File: config.mk
export PLATFORM = sky130hd
export DESIGN_NAME = amute_detector
export DESIGN_NICKNAME = d
export VERILOG_FILES = /design/src/rtl/amute_pkg.sv /design/src/rtl/amute_silence_det.sv /design/src/rtl/amute_run_ctr.sv /design/src/rtl/amute_pin.sv /design/src/rtl/amute_detector.sv
export SDC_FILE = /design/constraint.sdc
export NUM_CORES = 1
export LEC_CHECK = 0
export BUFFER_PORTS_ARGS = -buffer_cell sky130_fd_sc_hd__buf_2
export CAP_MARGIN = 20
export CORE_MARGIN = 1.5
export CORE_UTILIZATION = 49
export CTS_CLUSTER_DIAMETER = 150
export DETAILED_ROUTE_END_ITERATION = 8
export PLACE_DENSITY = 0.77
export RECOVER_POWER = 100
export SLEW_MARGIN = 5
export SYNTH_ARGS = -nofsm -noshare
export SYNTH_HDL_FRONTEND = slang
export SYNTH_HIERARCHICAL = 1
export SYNTH_SLANG_ARGS = --single-unit
File: constraint.sdc
create_clock -name clk -period 2 [get_ports clk]
set_input_delay 0.4 -clock clk [delete_from_list [all_inputs] [get_ports clk]]
set_output_delay 0.4 -clock clk [all_outputs]
set_load 0.005 [all_outputs]
File: src/rtl/amute_pkg.sv
package amute_pkg;
  // Width of a saturating counter that must hold the value lim.
  function automatic int unsigned cnt_width(input int unsigned lim);
    return $clog2(lim + 1);
  endfunction
endpackage

File: src/rtl/amute_silence_det.sv
module amute_silence_det #(
  parameter int unsigned SAMPLE_W = 24
) (
  input  logic [SAMPLE_W-1:0] smp,
  output logic                silent
);
  // A sample is silent when it is exact zero or exact minus one.
  always_comb begin
    silent = (smp == {SAMPLE_W{1'b0}}) || (smp == {SAMPLE_W{1'b1}});
  end
endmodule

File: src/rtl/amute_run_ctr.sv
module amute_run_ctr
  import amute_pkg::*;
#(
  parameter int unsigned RUN_LEN = 8192
) (
  input  logic clk,
  input  logic rst,
  input  logic en,
  input  logic vld,
  input  logic silent,
  output logic mute_q,
  output logic mute_nxt
);
  localparam int unsigned CNT_W = cnt_width(RUN_LEN);
  localparam logic [CNT_W-1:0] LIM = CNT_W'(RUN_LEN);

  logic [CNT_W-1:0] cnt_q, cnt_nxt;

  always_comb begin
    cnt_nxt  = cnt_q;
    mute_nxt = mute_q;
    if (!en) begin
      cnt_nxt  = '0;
      mute_nxt = 1'b0;
    end else if (vld) begin
      if (silent) begin
        if (cnt_q != LIM) cnt_nxt = cnt_q + 1'b1;
        mute_nxt = (cnt_nxt == LIM);
      end else begin
        cnt_nxt  = '0;
        mute_nxt = 1'b0;
      end
    end
  end

  always_ff @(posedge clk) begin
    if (rst) begin
      cnt_q  <= '0;
      mute_q <= 1'b0;
    end else begin
      cnt_q  <= cnt_nxt;
      mute_q <= mute_nxt;
    end
  end
endmodule

File: src/rtl/amute_pin.sv
module amute_pin #(
  parameter int unsigned NUM_CH = 2
) (
  input  logic              clk,
  input  logic              rst,
  input  logic [NUM_CH-1:0] mute_nxt,
  output logic              pin_q
);
  always_ff @(posedge clk) begin
    if (rst) pin_q <= 1'b0;
    else     pin_q <= &mute_nxt;
  end
endmodule

File: src/rtl/amute_detector.sv
module amute_detector #(
  parameter int unsigned SAMPLE_W = 24,
  parameter int unsigned RUN_LEN  = 8192,
  parameter int unsigned NUM_CH   = 2
) (
  input  logic                         clk,
  input  logic                         rst,
  input  logic                         en_i,
  input  logic [NUM_CH-1:0]            vld_i,
  input  logic [NUM_CH*SAMPLE_W-1:0]   smp_i,
  output logic [NUM_CH-1:0]            mute_o,
  output logic                         mute_pin_o
);
  logic [NUM_CH-1:0] silent;
  logic [NUM_CH-1:0] mute_nxt;

  for (genvar c = 0; c < NUM_CH; c++) begin : g_ch
    amute_silence_det #(.SAMPLE_W(SAMPLE_W)) u_sil (
      .smp    (smp_i[c*SAMPLE_W +: SAMPLE_W]),
      .silent (silent[c])
    );
    amute_run_ctr #(.RUN_LEN(RUN_LEN)) u_ctr (
      .clk      (clk),
      .rst      (rst),
      .en       (en_i),
      .vld      (vld_i[c]),
      .silent   (silent[c]),
      .mute_q   (mute_o[c]),
      .mute_nxt (mute_nxt[c])
    );
  end

  amute_pin #(.NUM_CH(NUM_CH)) u_pin (
    .clk      (clk),
    .rst      (rst),
    .mute_nxt (mute_nxt),
    .pin_q    (mute_pin_o)
  );
endmodule

=== Yosys cells after proc, flatten, opt, wreduce, memory -nomap -nowiden ===
Cells that the tools add are included.

* Memory bits (writable): 0
* Output and inout port bits: 3
* Bits in latches: 0
* Memory bits (read-only): 0
* Input port bits: 53
* Word-level logic and storage cells: 36
* Register bits after elaboration: 31
* Memories kept: 0

* Div/mod/pow operators: 0
* Reduce and logical (&&, ||, !) cells: 6
* $add $sub $neg: 2
* Multiply operators: 0
* Shift operators: 0
* Multiplexer cells: 16
* Equality and inequality tests: 6
* Magnitude comparators: 0
* Bitwise logic cells: 1

{| class="wikitable"
|+ Operators with widths
! cell !! number
|-
| 2-to-1 mux 14 bit || 10
|-
| equality test 24 bit (second input constant) || 2
|-
| zero test 24 bit || 2
|-
| adder 14 x 1 -> 14 bit (second input constant) || 2
|-
| equality test 14 bit (second input constant) || 2
|-
| != test 14 bit (second input constant) || 2
|-
| 2-to-1 mux 1 bit || 6
|-
| logical OR 1 bit || 2
|-
| AND reduction 2 bit || 1
|-
| OR reduction 2 bit || 1
|-
| inverter 1 bit || 1
|}

=== Depth between registers and ports, before layout ===
* Word-level depth: 10
* Depth in mapped cells: 9
* Mapped depth without buffers: 9

=== Cells and area by module ===
The synthesis kept the hierarchy.

{| class="wikitable"
|+ Modules (own cells, without submodules)
! module !! instances !! cells an instance !! sequential area each (um^2) !! area each (um^2)
|-
| amute_run_ctr || 2 || 148 || 300.3 || 1,054.8
|-
| amute_silence_det || 2 || 18 || 0.0 || 103.8
|-
| amute_pin || 1 || 2 || 20.0 || 28.8
|}

=== Worst setup path after synthesis ===
Ideal clock, no wire load.

* Path kind: input port to flip-flop
* Start: in smp_i[20]
* End: reg g_ch[0].u_ctr.mute_q
* Data required time: 1.908 ns
* Arrival time: 2.009 ns
* Buffers on the path: 0
* Stages: 8
* Setup time: 0.092 ns
* Setup slack: -0.102 ns
* Path through: nor4_1 > nand4_1 > o21ai_1 > nand2_1 > nor4_1 > nand3_1 > or4_1 > o32ai_1

* Cells in the longest elaborated chain, start to end: 5
* Elaborated cells on any way between the ends: 6
* Those cells by class: eq/ne (1); mux (3); reduce/logical (2)

{| class="wikitable"
|+ Ends and longest elaborated chain
! element !! line !! source
|-
| start, declared || amute_detector.sv:10 || <nowiki>input logic [NUM_CH*SAMPLE_W-1:0] smp_i,</nowiki>
|-
| equality test 24 bit or zero test 24 bit (tied branches) || amute_silence_det.sv:9 || <nowiki>silent = (smp == {SAMPLE_W{1'b0}}) || (smp == {SAMPLE_W{1'b1}});</nowiki>
|-
| logical OR 1 bit * || amute_silence_det.sv:9 ||
|-
| via silent[0] || amute_detector.sv:14 || <nowiki>logic [NUM_CH-1:0] silent;</nowiki>
|-
| 2-to-1 mux 1 bit * || amute_run_ctr.sv:26 || <nowiki>if (silent) begin</nowiki>
|-
| 2-to-1 mux 1 bit * || amute_run_ctr.sv:25 || <nowiki>end else if (vld) begin</nowiki>
|-
| 2-to-1 mux 1 bit * || amute_run_ctr.sv:22 || <nowiki>if (!en) begin</nowiki>
|-
| end signal, assigned || amute_run_ctr.sv:42 || <nowiki>mute_q <= mute_nxt;</nowiki>
|-
| end, declared || amute_run_ctr.sv:11 || <nowiki>output logic mute_q,</nowiki>
|}

Mark *: on every way through the listed nets, which the timed path passes. The rest lies on a longest branch.
A chain may end at the register's enable or synchronous reset.

=== Final worst setup path ===
* Start: reg g_ch[0].u_ctr.cnt_q[0]
* End: reg u_pin.pin_q

* Cells in the longest elaborated chain, start to end: 10
* Elaborated cells on any way between the ends: 11
* Those cells by class: add/sub (1); eq/ne (2); mux (7); reduce/logical (1)

{| class="wikitable"
|+ Ends and longest elaborated chain
! element !! line !! source
|-
| start, declared || amute_run_ctr.sv:17 || <nowiki>logic [CNT_W-1:0] cnt_q, cnt_nxt;</nowiki>
|-
| start signal, assigned || amute_run_ctr.sv:41 || <nowiki>cnt_q <= cnt_nxt;</nowiki>
|-
| adder 14 x 1 -> 14 bit or != test 14 bit (tied branches) || amute_run_ctr.sv:27 || <nowiki>if (cnt_q != LIM) cnt_nxt = cnt_q + 1'b1;</nowiki>
|-
| 2-to-1 mux 14 bit * || amute_run_ctr.sv:27 ||
|-
| 2-to-1 mux 14 bit * || amute_run_ctr.sv:26 ||
|-
| 2-to-1 mux 14 bit * || amute_run_ctr.sv:25 ||
|-
| 2-to-1 mux 14 bit * || amute_run_ctr.sv:22 ||
|-
| equality test 14 bit * || amute_run_ctr.sv:28 || <nowiki>mute_nxt = (cnt_nxt == LIM);</nowiki>
|-
| 2-to-1 mux 1 bit * || amute_run_ctr.sv:26 ||
|-
| 2-to-1 mux 1 bit * || amute_run_ctr.sv:25 ||
|-
| 2-to-1 mux 1 bit * || amute_run_ctr.sv:22 ||
|-
| via mute_nxt[0] || amute_detector.sv:15 || <nowiki>logic [NUM_CH-1:0] mute_nxt;</nowiki>
|-
| AND reduction 2 bit * || amute_pin.sv:11 || <nowiki>else pin_q <= &mute_nxt;</nowiki>
|-
| end signal, assigned || amute_pin.sv:11 ||
|-
| end, declared || amute_pin.sv:7 || <nowiki>output logic pin_q</nowiki>
|}

Mark *: on every way through the listed nets, which the timed path passes. The rest lies on a longest branch. The select of a mux whose other input is x is not followed.

==> reports/results.txt <==
H-tree levels: 2
IO Pins: 56
Clk_skew: 0.006715 ns
Most common cell in the netlist: nand2_1
Leakage power: 0.001192 µW
PnR Total Power: 1238 µW
Worst Hold Depth: 2
Largest net degree at the start of global routing: 20
Final Worst Setup Slack: -0.1442 ns
Detail Route Antenna Nets: 0
First-pass GRT wire length: 11.07 mm
Peak supply drop: 0.2447 mV
Placed wire-length estimate: 4.795 mm
Commonest cells post-synth: 42 x nand2_1, 34 x nor2_1, 31 x dfxtp_1, 22 x nand4_1
Sequential share of the synthesized area: 0.2645
R2R depth: 8
Final wirelength: 7.399 mm
Pins over their slew limit: 0
Status: finished with violations
DP Area: 2851 µm²
Vias per cell: 6.365
CTS tree: built
Syn. warnings: 6
RSZ-0062 raised after global routing: yes
# fillers: 346
Worst hold path type: in2reg
Chip height: 72.20 µm
Inserted Diodes: 0
FMAX: 466.4 MHz
Post-route cell area: 3152 µm²
DR WL/cell: 16.08 µm
Nets@finish: 464
Crit start category: register
Placer Congestion: 0.9079
Cell row count: 24
Vias in the first global route: 2551
NetSw: 323.8 µW
Port Buffers: 55
Slowest cell on crit path: o41ai_2
Worst slew pin tran: 0.5102 ns
Synth unique cells: 40
Data required, critical path: 2.23 ns
DRC errors left: 0
Pre-antenna DRT Iters: 5
Layout cells sized above 1: 0.3431
Clk pwr share: 0.398
Syn_nets: 391
CTS Buf Count: 5
Final hold vios: 0
Grt ovf: 0
Arrival time worst endpoint: 2.37 ns
Fin crit period: 2.144 ns
Total number of vias: 2928
Asr flop ratio synth: 0
Dominant cell type by area after synthesis: dfxtp_1
Internal: 914.0 µW
CP endpoint kind: register
CP max stage delay: 0.40 ns
Crit Path Category: reg2reg
Worst Path Max Fanout: 5
Clk root buf: clkbuf_8
Post-synth EDFFs: 0
Clock Latency Late Sink: 0.29 ns
P&R area growth vs syn: 34.35%
Die area: 5212 µm²
Post-Syn Instances: 334
Clock transition at path regs: 0.07 ns
Sequential standard cell area: 639.4 µm²
Die Span X: 72.20 µm
Post-synthesis sequential element count: 31
Max-cap violation count: 0
Mean Syn Cell Area: 7.024 µm²
Core ar.: 4474 µm²
Primary FF master, synth: dfxtp_1
DRT iter0 DRCs: 521
Clock Sinks: 31
Sequential share of power: 0.495
Cell Pwr Density: 392.7 nW/µm²
Initial antenna violation count: 0
Worst path cell trace: inv_2 > ha_1 > nor4b_4 > nand4_1 > xnor2_2 > buf_4 > o41ai_2 > and3b_1
Synth top area share: 0.2645
Final period util: 1.072
Combinational Power Share: 0.107
Sw frac: 0.2616
Mapped cell area: 2346 µm²
Initial Util: 0.5243
Slew HR: 0.6599
Largest cells by area after synthesis: dfxtp_1 26%, nand2_1 6.7%, nand4_1 5.9%, nor2_1 5.4%, nor4_1 5.3%
Area taken by multi-input logic gates: 1789 µm²
GRT Overall Usage: 0.2674
Final setup viols: 3
Deepest clock path buffer count: 2
Failing checks: negative setup slack
-- path summary, 6_finish.rpt --
path,start,end,slack (ns)
worst max-delay path,g_ch[0].u_ctr/cnt_q[0]$_SDFFE_PP0P_,u_pin/pin_q$_SDFF_PP0_,-0.14
worst min-delay path,rst,u_pin/pin_q$_SDFF_PP0_,0.46
worst max register to register,g_ch[0].u_ctr/cnt_q[0]$_SDFFE_PP0P_,u_pin/pin_q$_SDFF_PP0_,-0.14
worst min register to register,g_ch[1].u_ctr/cnt_q[2]$_SDFFE_PP0P_,g_ch[1].u_ctr/cnt_q[2]$_SDFFE_PP0P_,0.51
-- cells by family after synthesis --
| group | after synthesis | synth area share |
|---|---|---|
| buf+inv | 36 | 0.07253 |
| compound gates | 64 | 0.1675 |
| xor+xnor | 6 | 0.02240 |
| fa+ha+maj | 4 | 0.02133 |
| mux | 6 | 0.02560 |
| simple gates | 187 | 0.4261 |
| flops | 31 | 0.2645 |
-- critical path, delay by kind of cell (launching register included) --
| kind | cells | cell delay (ns) |
|---|---|---|
| AOI/OAI and AO/OA | 1 | 0.40 |
| buffers and inverters | 2 | 0.22 |
| and+or+nand+nor | 3 | 0.68 |
| xor gates and xnor gates | 1 | 0.22 |
| adders and majority gates | 1 | 0.18 |
| DFF | 1 | 0.37 |
-- cell type report --
type | count | area share
inverter | 12 | 0.01509
clock inverter | 1 | 0.001588
timing repair buffer | 90 | 0.1679
multi-input combinational | 267 | 0.5677
sequential | 31 | 0.2029
clock buffer | 7 | 0.02422
tap | 52 | 0.02064
-- routing by layer --
| metal | routed length (µm) | track usage |
|---|---|---|
| met1 | 3112 | 0.3653 |
| met2 | 3379 | 0.4105 |
| met3 | 639 | 0.05972 |
| met4 | 267 | 0.1048 |
| met5 | 0 | 0 |
-- power by group through the flow --
stage / Clock [µW] / Sequential [µW] / Combinational (µW)
after floorplan: 0 / 631 / 36.8
after global placement: 0 / 631 / 114
after detailed placement: 0 / 631 / 118
after CTS: 499 / 617 / 119
after global routing: 537 / 612 / 143
final: 493 / 613 / 132
-- state kept, by name, summed over array words and instances, names as in the netlist --
| signal | cells |
|---|---|
| g_ch.u_ctr/cnt_q | 28 |
| g_ch.u_ctr/mute_q | 2 |
| u_pin/pin_q | 1 |
-- cell usage in the layout (no fill, tap or decap), drive strengths merged --
| cell type | Yosys | layout |
|---|---|---|
| buf | 8 | 86 |
| nand2 | 44 | 44 |
| nor2 | 36 | 36 |
| dfxtp | 31 | 31 |
| nand4 | 22 | 22 |
| nand3 | 20 | 20 |
| o21ai | 20 | 20 |
| nor4 | 20 | 20 |
| a21oi | 18 | 18 |
| nor3 | 16 | 16 |
| inv | 12 | 12 |
| clkbuf | 16 | 11 |
| and4 | 8 | 8 |
| and3 | 6 | 6 |
| mux2i | 6 | 6 |
| a22oi | 6 | 6 |
| xnor2 | 6 | 6 |
| a31oi | 4 | 4 |
| nand3b | 4 | 4 |
| nand2b | 4 | 4 |
| ha | 4 | 4 |
| nor4b | 2 | 2 |
| a211o | 2 | 2 |
| a22o | 2 | 2 |
| o41ai | 2 | 2 |
| o32ai | 2 | 2 |
| a211oi | 2 | 2 |
| a311oi | 2 | 2 |
| nor2b | 2 | 2 |
| a21boi | 2 | 2 |
| o31ai | 2 | 2 |
| or4 | 2 | 2 |
| clkinv | 0 | 1 |
| and3b | 1 | 1 |
-- per-stage QoR --
stage               cells    util  TNS [ns]  hold WS (ns)  worst slack [ns]
CTS                   456  0.6614         0        0.4436          0.006570
detailed placement    448  0.6373   -0.6180        0.5099           -0.2294
global route          460  0.7044   -0.2941        0.4573           -0.1619
floorplan             334       -         0        0.4824           0.05142
global placement      448  0.6373   -0.4397        0.4978           -0.1529
finish                460  0.7044   -0.1876        0.4577           -0.1442
-- what timing repair did --
| action | in CTS | in global routing |
|---|---|---|
| buffers inserted | 0 | 4 |
| pin swaps | 6 | 19 |
| endpoints found under the setup margin | 2 | 3 |
| gates resized for setup | 5 | 41 |
| hold buffers | 0 | 0 |
Note: power is estimated with default switching activity, not from simulation.
